File: src/rtl/spi_guard_pkg.sv
package spi_guard_pkg;
    localparam int unsigned AW = 7;
    localparam int unsigned DW = 8;
    localparam int unsigned BW = $clog2(DW);

    localparam logic [AW-1:0] PW_ADDR = 7'h10;
    localparam logic [AW-1:0] PROT_LO = 7'h11;
    localparam logic [AW-1:0] PROT_HI = 7'h27;

    localparam logic [DW-1:0] KEY_FIRST  = 8'hBA;
    localparam logic [DW-1:0] KEY_SECOND = 8'hBE;

    typedef enum logic [1:0] {FR_IDLE, FR_CMD, FR_WR, FR_RD} frame_st_e;
    typedef enum logic [1:0] {LK_SHUT, LK_SHUT_ARMED, LK_OPEN, LK_OPEN_ARMED} lock_st_e;
endpackage

File: src/rtl/spi_guard_sync.sv
module spi_guard_sync #(
    parameter int unsigned STAGES = 2
) (
    input  logic clk,
    input  logic rst_n,
    input  logic csn,
    input  logic sck,
    input  logic sdi,
    output logic cs_act,
    output logic sck_rise,
    output logic sck_fall,
    output logic sdi_s
);
    localparam int unsigned TOP = STAGES - 1;

    logic [TOP:0] csn_p;
    logic [TOP:0] sck_p;
    logic [TOP:0] sdi_p;
    logic         sck_d;

    always_ff @(posedge clk or negedge rst_n) begin
        if (!rst_n) begin
            csn_p <= '1;
            sck_p <= '0;
            sdi_p <= '0;
            sck_d <= 1'b0;
        end else begin
            csn_p <= {csn_p[TOP-1:0], csn};
            sck_p <= {sck_p[TOP-1:0], sck};
            sdi_p <= {sdi_p[TOP-1:0], sdi};
            sck_d <= sck_p[TOP];
        end
    end

    assign cs_act   = !csn_p[TOP];
    assign sck_rise = sck_p[TOP] && !sck_d;
    assign sck_fall = !sck_p[TOP] && sck_d;
    assign sdi_s    = sdi_p[TOP];
endmodule

File: src/rtl/spi_guard_lock.sv
module spi_guard_lock
    import spi_guard_pkg::*;
(
    input  logic          clk,
    input  logic          rst_n,
    input  logic          acc_valid,
    input  logic          acc_write,
    input  logic [AW-1:0] acc_addr,
    input  logic [DW-1:0] acc_data,
    output logic          lock_open
);
    lock_st_e st_q, st_d;
    logic     pw_write;
    logic     armed;

    assign pw_write = acc_valid && acc_write && (acc_addr == PW_ADDR);
    assign armed    = (st_q == LK_SHUT_ARMED) || (st_q == LK_OPEN_ARMED);

    always_ff @(posedge clk or negedge rst_n) begin
        if (!rst_n) st_q <= LK_SHUT;
        else        st_q <= st_d;
    end

    always_comb begin
        st_d = st_q;
        if (pw_write) begin
            if (acc_data == KEY_FIRST)
                st_d = lock_open ? LK_OPEN_ARMED : LK_SHUT_ARMED;
            else if (acc_data == KEY_SECOND && armed)
                st_d = LK_OPEN;
            else
                st_d = LK_SHUT;
        end else if (acc_valid) begin
            unique case (st_q)
                LK_SHUT_ARMED: st_d = LK_SHUT;
                LK_OPEN_ARMED: st_d = LK_OPEN;
                LK_SHUT:       st_d = LK_SHUT;
                LK_OPEN:       st_d = LK_OPEN;
                default:       st_d = LK_SHUT;
            endcase
        end
    end

    always_comb begin
        unique case (st_q)
            LK_OPEN, LK_OPEN_ARMED: lock_open = 1'b1;
            default:                lock_open = 1'b0;
        endcase
    end
endmodule

File: src/rtl/spi_guard_frame.sv
module spi_guard_frame
    import spi_guard_pkg::*;
(
    input  logic          clk,
    input  logic          rst_n,
    input  logic          cs_act,
    input  logic          sck_rise,
    input  logic          sck_fall,
    input  logic          sdi_s,
    input  logic          lock_open,
    input  logic [DW-1:0] rf_rdata,
    output logic [AW-1:0] rf_addr,
    output logic [DW-1:0] rf_wdata,
    output logic          rf_we,
    output logic          rf_re,
    output logic          sdo,
    output logic          sdo_en,
    output logic          acc_valid,
    output logic          acc_write,
    output logic [AW-1:0] acc_addr,
    output logic [DW-1:0] acc_data
);
    frame_st_e     st_q, st_d;
    logic [BW-1:0] bit_q;
    logic [DW-1:0] rx_q, tx_q, rx_nx;
    logic [AW-1:0] ptr_q, ptr_inc, fetch_addr;
    logic          load_q, fetch_pw_q;
    logic          byte_done, fetch_go, wr_go, wr_keep, in_prot;

    assign rx_nx     = {rx_q[DW-2:0], sdi_s};
    assign byte_done = cs_act && sck_rise && (bit_q == BW'(DW - 1));
    assign ptr_inc   = ptr_q + 1'b1;
    assign in_prot   = (ptr_q >= PROT_LO) && (ptr_q <= PROT_HI);
    assign wr_keep   = (ptr_q != PW_ADDR) && !(in_prot && !lock_open);

    // state register
    always_ff @(posedge clk or negedge rst_n) begin
        if (!rst_n) st_q <= FR_IDLE;
        else        st_q <= st_d;
    end

    // next state
    always_comb begin
        st_d = st_q;
        if (!cs_act) begin
            st_d = FR_IDLE;
        end else begin
            unique case (st_q)
                FR_IDLE: st_d = FR_CMD;
                FR_CMD:  if (byte_done) st_d = rx_nx[DW-1] ? FR_WR : FR_RD;
                FR_WR:   st_d = FR_WR;
                FR_RD:   st_d = FR_RD;
                default: st_d = FR_IDLE;
            endcase
        end
    end

    // byte-level decode
    always_comb begin
        fetch_go   = 1'b0;
        wr_go      = 1'b0;
        fetch_addr = ptr_inc;
        unique case (st_q)
            FR_CMD: begin
                fetch_go   = byte_done && !rx_nx[DW-1];
                fetch_addr = rx_nx[AW-1:0];
            end
            FR_WR:   wr_go    = byte_done;
            FR_RD:   fetch_go = byte_done;
            default: ;
        endcase
    end

    // outputs and datapath
    always_ff @(posedge clk or negedge rst_n) begin
        if (!rst_n) begin
            bit_q      <= '0;
            rx_q       <= '0;
            tx_q       <= '0;
            ptr_q      <= '0;
            load_q     <= 1'b0;
            fetch_pw_q <= 1'b0;
            rf_addr    <= '0;
            rf_wdata   <= '0;
            rf_we      <= 1'b0;
            rf_re      <= 1'b0;
            sdo        <= 1'b0;
            sdo_en     <= 1'b0;
            acc_valid  <= 1'b0;
            acc_write  <= 1'b0;
            acc_addr   <= '0;
            acc_data   <= '0;
        end else begin
            rf_we     <= 1'b0;
            rf_re     <= 1'b0;
            acc_valid <= 1'b0;
            load_q    <= 1'b0;
            if (!cs_act) begin
                bit_q  <= '0;
                sdo    <= 1'b0;
                sdo_en <= 1'b0;
            end else begin
                sdo_en <= 1'b1;
                if (sck_rise) begin
                    rx_q  <= rx_nx;
                    bit_q <= bit_q + 1'b1;
                end
                if (st_q == FR_CMD && byte_done)
                    ptr_q <= rx_nx[AW-1:0];
                if (wr_go) begin
                    acc_valid <= 1'b1;
                    acc_write <= 1'b1;
                    acc_addr  <= ptr_q;
                    acc_data  <= rx_nx;
                    ptr_q     <= ptr_inc;
                    if (wr_keep) begin
                        rf_we    <= 1'b1;
                        rf_addr  <= ptr_q;
                        rf_wdata <= rx_nx;
                    end
                end
                if (fetch_go) begin
                    acc_valid  <= 1'b1;
                    acc_write  <= 1'b0;
                    acc_addr   <= fetch_addr;
                    acc_data   <= '0;
                    load_q     <= 1'b1;
                    fetch_pw_q <= (fetch_addr == PW_ADDR);
                    if (st_q == FR_RD) ptr_q <= ptr_inc;
                    if (fetch_addr != PW_ADDR) begin
                        rf_re   <= 1'b1;
                        rf_addr <= fetch_addr;
                    end
                end
                if (sck_fall && st_q == FR_RD) begin
                    sdo  <= tx_q[DW-1];
                    tx_q <= {tx_q[DW-2:0], 1'b0};
                end
                if (load_q)
                    tx_q <= fetch_pw_q ? {{(DW-1){1'b0}}, lock_open} : rf_rdata;
            end
        end
    end
endmodule

File: src/rtl/spi_guarded_regport.sv
module spi_guarded_regport
    import spi_guard_pkg::*;
#(
    parameter int unsigned SYNC_STAGES = 2
) (
    input  logic          clk,
    input  logic          rst_n,
    input  logic          spi_cs_n,
    input  logic          spi_sclk,
    input  logic          spi_sdi,
    output logic          spi_sdo,
    output logic          spi_sdo_en,
    output logic [AW-1:0] rf_addr,
    output logic [DW-1:0] rf_wdata,
    output logic          rf_we,
    output logic          rf_re,
    input  logic [DW-1:0] rf_rdata
);
    logic          cs_act, sck_rise, sck_fall, sdi_s;
    logic          lock_open;
    logic          acc_valid, acc_write;
    logic [AW-1:0] acc_addr;
    logic [DW-1:0] acc_data;

    spi_guard_sync #(.STAGES(SYNC_STAGES)) u_sync (
        .clk      (clk),
        .rst_n    (rst_n),
        .csn      (spi_cs_n),
        .sck      (spi_sclk),
        .sdi      (spi_sdi),
        .cs_act   (cs_act),
        .sck_rise (sck_rise),
        .sck_fall (sck_fall),
        .sdi_s    (sdi_s)
    );

    spi_guard_frame u_frame (
        .clk       (clk),
        .rst_n     (rst_n),
        .cs_act    (cs_act),
        .sck_rise  (sck_rise),
        .sck_fall  (sck_fall),
        .sdi_s     (sdi_s),
        .lock_open (lock_open),
        .rf_rdata  (rf_rdata),
        .rf_addr   (rf_addr),
        .rf_wdata  (rf_wdata),
        .rf_we     (rf_we),
        .rf_re     (rf_re),
        .sdo       (spi_sdo),
        .sdo_en    (spi_sdo_en),
        .acc_valid (acc_valid),
        .acc_write (acc_write),
        .acc_addr  (acc_addr),
        .acc_data  (acc_data)
    );

    spi_guard_lock u_lock (
        .clk       (clk),
        .rst_n     (rst_n),
        .acc_valid (acc_valid),
        .acc_write (acc_write),
        .acc_addr  (acc_addr),
        .acc_data  (acc_data),
        .lock_open (lock_open)
    );
endmodule

File: config.mk
export PLATFORM = sky130hd
export DESIGN_NAME = spi_guarded_regport
export DESIGN_NICKNAME = d
export VERILOG_FILES = /design/src/rtl/spi_guard_pkg.sv /design/src/rtl/spi_guard_sync.sv /design/src/rtl/spi_guard_lock.sv /design/src/rtl/spi_guard_frame.sv /design/src/rtl/spi_guarded_regport.sv
export SDC_FILE = /design/constraint.sdc
export NUM_CORES = 1
export LEC_CHECK = 0
export ABC_AREA = 0
export BUFFER_PORTS_ARGS = -buffer_cell sky130_fd_sc_hd__buf_4
export CORE_ASPECT_RATIO = 1.4
export CORE_MARGIN = 2
export CORE_UTILIZATION = 45
export CTS_CLUSTER_DIAMETER = 200
export DETAILED_ROUTE_END_ITERATION = 10
export GPL_TIMING_DRIVEN = 0
export SETUP_SLACK_MARGIN = 0.1
export SYNTH_ARGS = -nofsm -noshare
export SYNTH_HDL_FRONTEND = slang
export SYNTH_SLANG_ARGS = --single-unit
File: constraint.sdc
create_clock -name clk -period 2.8 [get_ports clk]
set_input_delay 0.28 -clock clk [delete_from_list [all_inputs] [get_ports clk]]
set_output_delay 0.28 -clock clk [all_outputs]
set_load 0.01 [all_outputs]
---- After elaboration in Yosys (flattened, before gate mapping) ----
Index checks and enable logic that the tools add are counted.
cells by class
  $add $sub $neg .......................... 2
  magnitude comparators ................... 2
  equal/unequal tests ..................... 14
  multiplexer cells ....................... 47
  bitwise gates (word level) .............. 1
  reductions and logical operators ........ 34
operator list
  kind                   count
  $mux W7                11
  $mux W8                5
  $mux W1                19
  $eq A8 B8 Y1 const B   2
  $eq A7 B5 Y1 const B   2
  $mux W2                7
  $ne A7 B5 Y1 const B   2
  $logic_and A1 B1 Y1    13
  $reduce_bool A2 Y1     5
  $eq A2 B2 Y1 const B   4
  $pmux W2 S4            1
  $reduce_and A2 Y1      4
  $add A7 B1 Y7 const B  1
  $ge A7 B5 Y1 const B   1
  $le A7 B6 Y1 const B   1
  $logic_not A1 Y1       6
  $mux W3                2
  $eq A2 B1 Y1 const B   2
  $logic_not A2 Y1       2
  $pmux W2 S2            1
  $reduce_or A2 Y1       2
  $add A3 B1 Y3 const B  1
  $eq A3 B3 Y1 const B   1
  $ne A3 B2 Y1 const B   1
  4 further kinds        4
storage, ports and cells
  flip-flop bits (word level) ............. 74
  input bits .............................. 13
  word-level logic and storage cells ...... 122

---- Depth between registers and ports, before layout ----
Gate-level depths: netlist of run 1.
  depth after elaboration ................. 11
  mapped depth ............................ 12
  depth with buffers taken out ............ 9

---- By module ----
From an unflattened synthesis of run 1, not the netlist that was laid out.
unflattened totals
  cells, all modules ...................... 314
  area, all modules ....................... 3467.1 um2
modules (own cells, without submodules)
  module           times used  cells each  area each (um2)  sequential area each (um2)
  spi_guard_frame  1           289         3134.3           1626.6
  spi_guard_sync   1           10          196.4            177.7
  spi_guard_lock   1           15          136.4            50.0

---- Worst setup path before layout of run 1 ----
OpenSTA, ideal clock, no wires.
  path type ............................... register to register
  start ................................... register u_frame.bit_q[0]
  end ..................................... register u_frame.rf_addr[6]
  arrival ................................. 2.161 ns
  data required time ...................... 2.674 ns
  path slack .............................. 0.513 ns
  stages on the path, launching flop included .. 12
  path buffers ............................ 3
  path through ............................ dfrtp_1 -> ha_1 -> ha_1 -> nand4bb_1 -> buf_2 -> or3_1 -> buf_2 -> a211o_1 -> o211ai_2 -> nor2b_2 -> buf_6 -> a311o_1
on the way
  word-level cells in the longest chain between the ends .. 6
  elaborated cells on any way between the ends .. 8
RTL lines
  what                     line                    RTL
  from (decl)              spi_guard_frame.sv:24   logic [BW-1:0] bit_q;
  from (signal assigned)   spi_guard_frame.sv:106  bit_q <= bit_q + 1'b1;
  $eq A3 B3 Y1 (*)         spi_guard_frame.sv:31   assign byte_done = cs_act && sck_rise && (bit_q == BW'(DW - 1));
  $logic_and A1 B1 Y1 (*)  spi_guard_frame.sv:31
  $mux W1                  spi_guard_frame.sv:63   unique case (st_q)
  $mux W7                  spi_guard_frame.sv:110  if (wr_go) begin
  $mux W7                  spi_guard_frame.sv:130  if (fetch_addr != PW_ADDR) begin
  $mux W7 (*)              spi_guard_frame.sv:122  if (fetch_go) begin
  to (signal assigned)     spi_guard_frame.sv:118  rf_addr <= ptr_q;
  to (signal assigned)     spi_guard_frame.sv:132  rf_addr <= fetch_addr;
  to (decl)                spi_guard_frame.sv:12   output logic [AW-1:0] rf_addr,
Every way passes the cells marked *; elsewhere a longest branch is shown, timed or not.
A chain may end at the register's enable or synchronous reset.

---- Worst setup path in the final report of run 1 ----
Same ends and word-level chain as after synthesis.

==> results of run 1 <==
[worst max-delay path: cells and delay by family, from the launching register on]
kind / cells / cell delay [ns]
compound gates: 3 / 0.69
simple gates: 3 / 0.55
buf+inv: 3 / 0.51
flops: 1 / 0.38
fa+ha+maj: 2 / 0.33
[layout make-up]
type	instances	share of cell area, %
Buffer	22	2.63
Clock buffer	12	3.88
Clock inverter	4	1.28
Inverter	13	1.31
Multi-Input combinational cell	234	35.5
Sequential cell	74	46.4
Tap cell	97	3.04
Timing Repair Buffer	31	5.82
Timing Repair inverter	1	0.125
[cell usage after synthesis, types with 2 or more instances]
master,count,area (um2)
o21a_1,2,15.0
or3_1,3,18.8
xnor2_1,4,35.0
a311o_1,2,20.0
a211oi_1,2,15.0
buf_2,8,40.0
ha_1,5,62.6
o211ai_1,3,22.5
mux2_2,8,90.1
a31o_2,4,35.0
dfstp_2,2,52.6
dfrtp_1,72,1800
a21oi_1,26,130
o22ai_1,7,43.8
o21ai_0,23,115
clkbuf_1,12,45.0
nand3_1,8,40.0
nand2b_1,3,18.8
nand2_1,38,143
mux2i_1,7,70.1
nor2b_1,12,75.1
inv_1,11,41.3
a22o_1,7,61.3
and3_1,4,25.0
nor2_1,35,131
nor3_1,5,25.0
and2_1,2,12.5
[layer usage]
metal / global-route usage, % / vias to the layer above / share of wire [%] / routed length, um
li1: - / 1293 / - / -
met1: 26.8 / 1246 / 45 / 3620
met2: 33.3 / 59 / 49 / 3920
met3: 4.38 / 10 / 4.2 / 333
met4: 8.16 / 0 / 1.8 / 145
met5: 0 / - / 0 / 0
[cells by family after synthesis]
family          Yosys count  synth area share (%)
simple gates            119                  16.6
mux                      15                  4.69
xor+xnor                  5                  1.28
buf+inv                  35                  4.36
flops                    74                  54.3
compound gates           90                  17.0
fa+ha+maj                 5                  1.83
[power breakdown]
group / total, W / switching, W / internal [W] / leakage, nW
combinational: 0.000121 / 0.0000583 / 0.0000625 / 0.793
clock: 0.000853 / 0.000392 / 0.000461 / 0.103
sequential: 0.00122 / 0.000107 / 0.00112 / 0.957
total: 0.00220 / 0.000557 / 0.00164 / 1.85
[stage by stage]
step           power, W  util, %  hold WS (ns)  worst slack, ns  std cells
6_report        0.00220     54.3        0.0360            0.226        488
5_1_grt         0.00229     54.3        0.0129            0.101        488
4_1_cts         0.00222     54.0        0.0164            0.173        487
3_5_place_dp    0.00137     51.2         0.347            0.216        471
3_3_place_gp    0.00136     51.2         0.335            0.206        471
2_1_floorplan   0.00126        -       -0.0156            0.513        343
[registers in the layout, indices dropped and copies added (netlist names), 3 cells and up]
signal	flops
u_frame.bit_q	3
u_frame.tx_q	8
u_frame.acc_data	8
u_frame.rx_q	7
u_frame.rf_wdata	8
u_frame.ptr_q	7
u_frame.acc_addr	7
u_frame.rf_addr	7
[final timing paths]
| check | startpoint | endpoint | slack, ns | cells after the start |
|---|---|---|---|---|
| worst max-delay path | u_frame.bit_q[0]$_DFFE_PN0P_ | u_frame.rf_addr[6]$_DFFE_PN0N_ | 0.23 | 11 |
| worst min register to register | u_sync.csn_p[0]$_DFF_PN1_ | u_sync.csn_p[1]$_DFF_PN1_ | 0.36 | 0 |
| worst max register to register | u_frame.bit_q[0]$_DFFE_PN0P_ | u_frame.rf_addr[6]$_DFFE_PN0N_ | 0.23 | 11 |
| worst min-delay path | spi_sdi | u_sync.sdi_p[0]$_DFF_PN0_ | 0.04 | 1 |
| max in group asynchronous | rst_n | u_frame.rf_wdata[3]$_DFFE_PN0P_ | 2.15 | 1 |
| min in group asynchronous | rst_n | u_frame.bit_q[2]$_DFFE_PN0P_ | 0.06 | 1 |
==> qor.csv, run 1 <==
stage,metric,value,unit
timing,drv_slew,0,
critical_path,cp.required,3.03,ns
place,numPortBuffers,31,
pwr,p_per_area,550,nW/um2
timing,fin_worst_skew,0.0113,ns
timing,timing.final.crit_share,91.9,%
timing,fin_crit,2.57,ns
clocking,cts_resized,0,
finish,post_route_cells_drive_above_1_share,19.4,%
route,postRouteWirelength,8020,um
clocking,ctsHtreeMaxLevel,3,
finish,antenna_cells,0,
timing,max_freq,388,MHz
finish,finalInstanceArea,4000,um2
synth,ys_types,55,
critical_path,path_cells,"ha_1, ha_1, nand4bb_1, buf_2, or3_1, buf_2, a211o_1, o211ai_2, nor2b_2, buf_6, a311o_1",
synth,synthesis.area,3420,um2
global_routing,antenna_found_initial,0,
route,vias,2608,
synth,synth_enable_flop_cells,0,
critical_path,critPathCaptureType,flip-flop,
global_routing,grt_pass1_wl,12900,um
finish,fill_cells,679,
critical_path,crit_type,reg2reg,
finish,syn_to_final_growth,17.0,%
global_routing,grt_pass1_vias,2461,
route,drtIter0Drc,170,
critical_path,cp_max_fo,10,
clocking,clkLatencyLatePin,0.35,ns
synth,syn_inst,343,
timing,rsz0062_at_grt,no,
route,viasPerCell,5.34,
finish,multi_input_area,1420,um2
pwr,irDropWorstVdd,0.487,mV
floorplanning,initial_utilization,46.4,%
route,drcViolationCount,0,
timing,setup_viol_count_final,0,
global_routing,gr-total-overflow,0,
finish,layout_common_cells,"dfrtp_1 (72), nand2_1 (38), nor2_1 (35), buf_4 (31), a21oi_1 (26)",
pwr,leakage,1.85,nW
route,first_pass_iters,4,
route,wl_per_cell,16.4,um
place,hpwl,5560,um
synth,synth.net_count,361,
timing,hold_viol_final,0,
critical_path,cpPeakStageDelay,0.38,ns
worst_hold_path,min_path_type,in2reg,
critical_path,cp_data_arrival_time,2.80,ns
clocking,max-clock-path-buffers,2,
synth,synth_seq_cells,74,
timing,slew-limit-headroom,39.1,%
clocking,clock_sinks,74,
timing,worst_slew_pin_slew,0.913,ns
clocking,cts.clk_slew.worst_paths,0.07,ns
synth,ys.flop_type,dfrtp_1,
finish,finalNetCount,404,
global_routing,grt_use_total,20.5,%
floorplanning,die_area,8320,um2
timing,final.setup.tns,0,ns
synth,ys_warn_count,0,
clocking,hold_buffers,0,
critical_path,critPathLaunchType,flip-flop,
critical_path,critPathSlowestCell,dfrtp_1,
route,final_antenna_net_count,0,
place,place_area,3770,um2
floorplanning,core,7360,um2
floorplanning,rows,37,
place,gp_congestion,0.851,
clocking,cts_root_buf,clkbuf_8,
job,max_cap_violations,0,
synth,avgSynthCellArea,9.96,um2
clocking,post_cts_buffers,0,
floorplanning,ios,32,
synth,synth-seq-area-share,54.3,%
finish,seq_area,1850,um2
global_routing,grt_start_max_net_pins,75,
floorplanning,die_width,77.6,um
run_status,status,finished clean,
finish,mostFrequentLayoutCell,dfrtp_1,
clocking,cts_tree,done,
synth,async_flop_share,100,%
clocking,cts_inserted_buffers,9,
floorplanning,fp.dieH,107,um
Power figures use the tool's default switching activity.
==> run 2: changes to the inputs <==
GPL_TIMING_DRIVEN = default   (was 0)
==> run 2 against run 1 <==
Compared with the run above: final area shrank 1.3%; sequential share of layout area up 0.63 points; utilization is 0.73 points lower; critical path depth down 4; fmax increased by 6.1%; first-iteration DRC count up 12%; combinational power about the same; register-to-register slack improved by 0.15 ns; die area stayed put; sequential power about the same.
==> qor.csv, run 2 (same netlist as run 1, synthesis figures left out) <==
stage,metric,value,unit,change
floorplanning,ios,32,,unchanged
global_routing,antenna_found_initial,0,,unchanged
clocking,cts_resized,0,,unchanged
timing,worst_slew_pin_slew,0.896,ns,-0.0172 ns
route,viasPerCell,5.57,,+4.2%
clocking,ctsHtreeMaxLevel,3,,unchanged
critical_path,cpPeakStageDelay,0.53,ns,+0.15 ns
floorplanning,die_width,77.6,um,unchanged
finish,final_core_util,53.6,%,-0.73 points
finish,finalNetCount,391,,-3.2%
clocking,cts_inserted_buffers,9,,unchanged
floorplanning,die_area,8320,um2,unchanged
clocking,cts_root_buf,clkbuf_8,,
clocking,clock_sinks,74,,unchanged
finish,mostFrequentLayoutCell,dfrtp_1,,
finish,post_route_cells_drive_above_1_share,19.6,%,+0.14 points
route,wl_per_cell,17.0,um,+3.5%
critical_path,critPathCaptureType,flip-flop,,
worst_hold_path,min_path_type,in2reg,,
finish,layout_common_cells,"dfrtp_1 (72), buf_4 (41), nand2_1 (38), nor2_1 (35), a21oi_1 (26)",,
clocking,cts.clk_slew.worst_paths,0.07,ns,about the same
route,drtIter0Drc,190,,+12%
critical_path,reg2regPathDepth,7,,-4
global_routing,gr-total-overflow,0,,unchanged
critical_path,critPathLaunchType,flip-flop,,
route,postRouteWirelength,8080,um,+0.77%
timing,max_freq,412,MHz,+6.1%
timing,final.setup.tns,0,ns,unchanged
timing,rsz0062_at_grt,no,,
critical_path,cp.required,3.10,ns,+0.07 ns
clocking,max-clock-path-buffers,2,,unchanged
finish,syn_to_final_growth,15.4,%,
clocking,cts_tree,done,,
place,gp_congestion,0.959,,+13%
critical_path,crit_type,reg2reg,,
finish,top_regs,"u_frame.acc_data (8), u_frame.rf_wdata (8), u_frame.tx_q (8)",,
floorplanning,core,7360,um2,unchanged
critical_path,critPathSlowestCell,dfrtp_1,,
clocking,post_cts_buffers,0,,unchanged
floorplanning,rows,37,,unchanged
pwr,irDropWorstVdd,0.359,mV,-26%
run_status,status,finished clean,,
finish,antenna_cells,0,,unchanged
timing,slew-limit-headroom,40.3,%,+1.1 points
finish,fill_cells,673,,-0.88%
global_routing,grt_use_total,21.9,%,+1.4 points
timing,fin_crit,2.43,ns,-0.147 ns
critical_path,crit_start,u_frame.ptr_q[0]$_DFFE_PN0N_,,
pwr,leakage,1.84,nW,-0.65%
job,max_cap_violations,0,,unchanged
timing,setup_viol_count_final,0,,unchanged
critical_path,cp_data_arrival_time,2.72,ns,-0.08 ns
route,vias,2645,,+1.4%
timing,drv_slew,0,,unchanged
route,first_pass_iters,4,,unchanged
critical_path,cp_max_fo,10,,unchanged
timing,hold_viol_final,0,,unchanged
place,hpwl,5790,um,+4.1%
clocking,hold_buffers,0,,unchanged
pwr,p_per_area,551,nW/um2,+0.16%
route,final_antenna_net_count,0,,unchanged
timing,fin_worst_skew,0.0103,ns,-0.00104 ns
critical_path,path_cells,"ha_1, nand3_1, or3_1, a21oi_1, o211ai_2, nor2b_2, a311o_1",,
critical_path,r2r_start,u_frame.ptr_q[0]$_DFFE_PN0N_,,
worst_hold_path,worstHoldStart,spi_cs_n,,
worst_hold_path,hold_path_depth,1,,unchanged
global_routing,grt_start_max_net_pins,75,,unchanged
clocking,clkLatencyLatePin,0.36,ns,about the same
timing,timing.final.crit_share,86.7,%,-5.2 points
global_routing,grt_pass1_wl,13800,um,+6.5%
route,drcViolationCount,0,,unchanged
place,numPortBuffers,31,,unchanged
global_routing,grt_pass1_vias,2672,,+8.6%
floorplanning,fp.dieH,107,um,unchanged
floorplanning,initial_utilization,46.4,%,unchanged
## run 2: changes by cell type in the layout (fill, tap and decap cells not counted), moves of 2 or more
| cell | previous run | this run |
|---|---|---|
| clkbuf_4 | 2 | 0 |
| buf_2 | 6 | 0 |
| buf_4 | 31 | 41 |
| clkbuf_1 | 13 | 1 |
## run 2: final cells by class
type,instances,area [um2],area share (%)
inverter,13,48.8,1.24
multi-input combinational,234,1410,35.9
sequential,74,1850,47.0
clock buffer,11,141,3.59
clock inverter,5,55.1,1.40
timing repair buffer,41,308,7.81
tap,97,121,3.08
## run 2: power breakdown
part           leakage (nW)  switching (W)  internal (W)  total, W
Clock                0.0953       0.000385      0.000432  0.000818
Combinational         0.788      0.0000558     0.0000633  0.000119
Sequential            0.957       0.000117       0.00112   0.00124
## run 2: worst max-delay path: cells and delay by family (launching register included)
family	cells	cell delay [ns]
flip-flops	1	0.53
adder cells (fa/ha/maj)	1	0.32
AO/OA/AOI/OAI	3	0.65
AND/OR/NAND/NOR	3	0.87
## run 2: path summary, 6_finish.rpt
path                                                         to  slack, ns
worst max-delay path             u_frame.rf_addr[0]$_DFFE_PN0N_       0.37
min in group asynchronous          u_frame.ptr_q[3]$_DFFE_PN0N_       0.06
worst max register to register   u_frame.rf_addr[0]$_DFFE_PN0N_       0.37
worst min register to register        u_sync.sck_p[1]$_DFF_PN0_       0.35
max in group asynchronous       u_frame.acc_addr[5]$_DFFE_PN0P_       2.18
worst min-delay path                  u_sync.csn_p[0]$_DFF_PN1_       0.03
## run 2: metrics by stage
stage | hold slack [ns] | std cells | power (W) | cell area, um2 | setup WS, ns
5_1_grt | 0.0130 | 475 | 0.00226 | 3940 | 0.130
3_5_place_dp | 0.336 | 459 | 0.00138 | 3750 | 0.382
4_1_cts | 0.0135 | 475 | 0.00219 | 3940 | 0.354
6_report | 0.0272 | 475 | 0.00217 | 3940 | 0.372
3_3_place_gp | 0.332 | 459 | 0.00138 | 3750 | 0.431
2_1_floorplan | -0.0156 | 343 | 0.00126 | 3420 | 0.513
## run 2: routing by layer
metal  vias up  wire (um)  track usage (%)
li1       1258          -                -
met1      1293       3460             27.7
met2        77       4030             35.8
met3        17        303             3.11
met4         0        291             12.8
met5         -          0                0
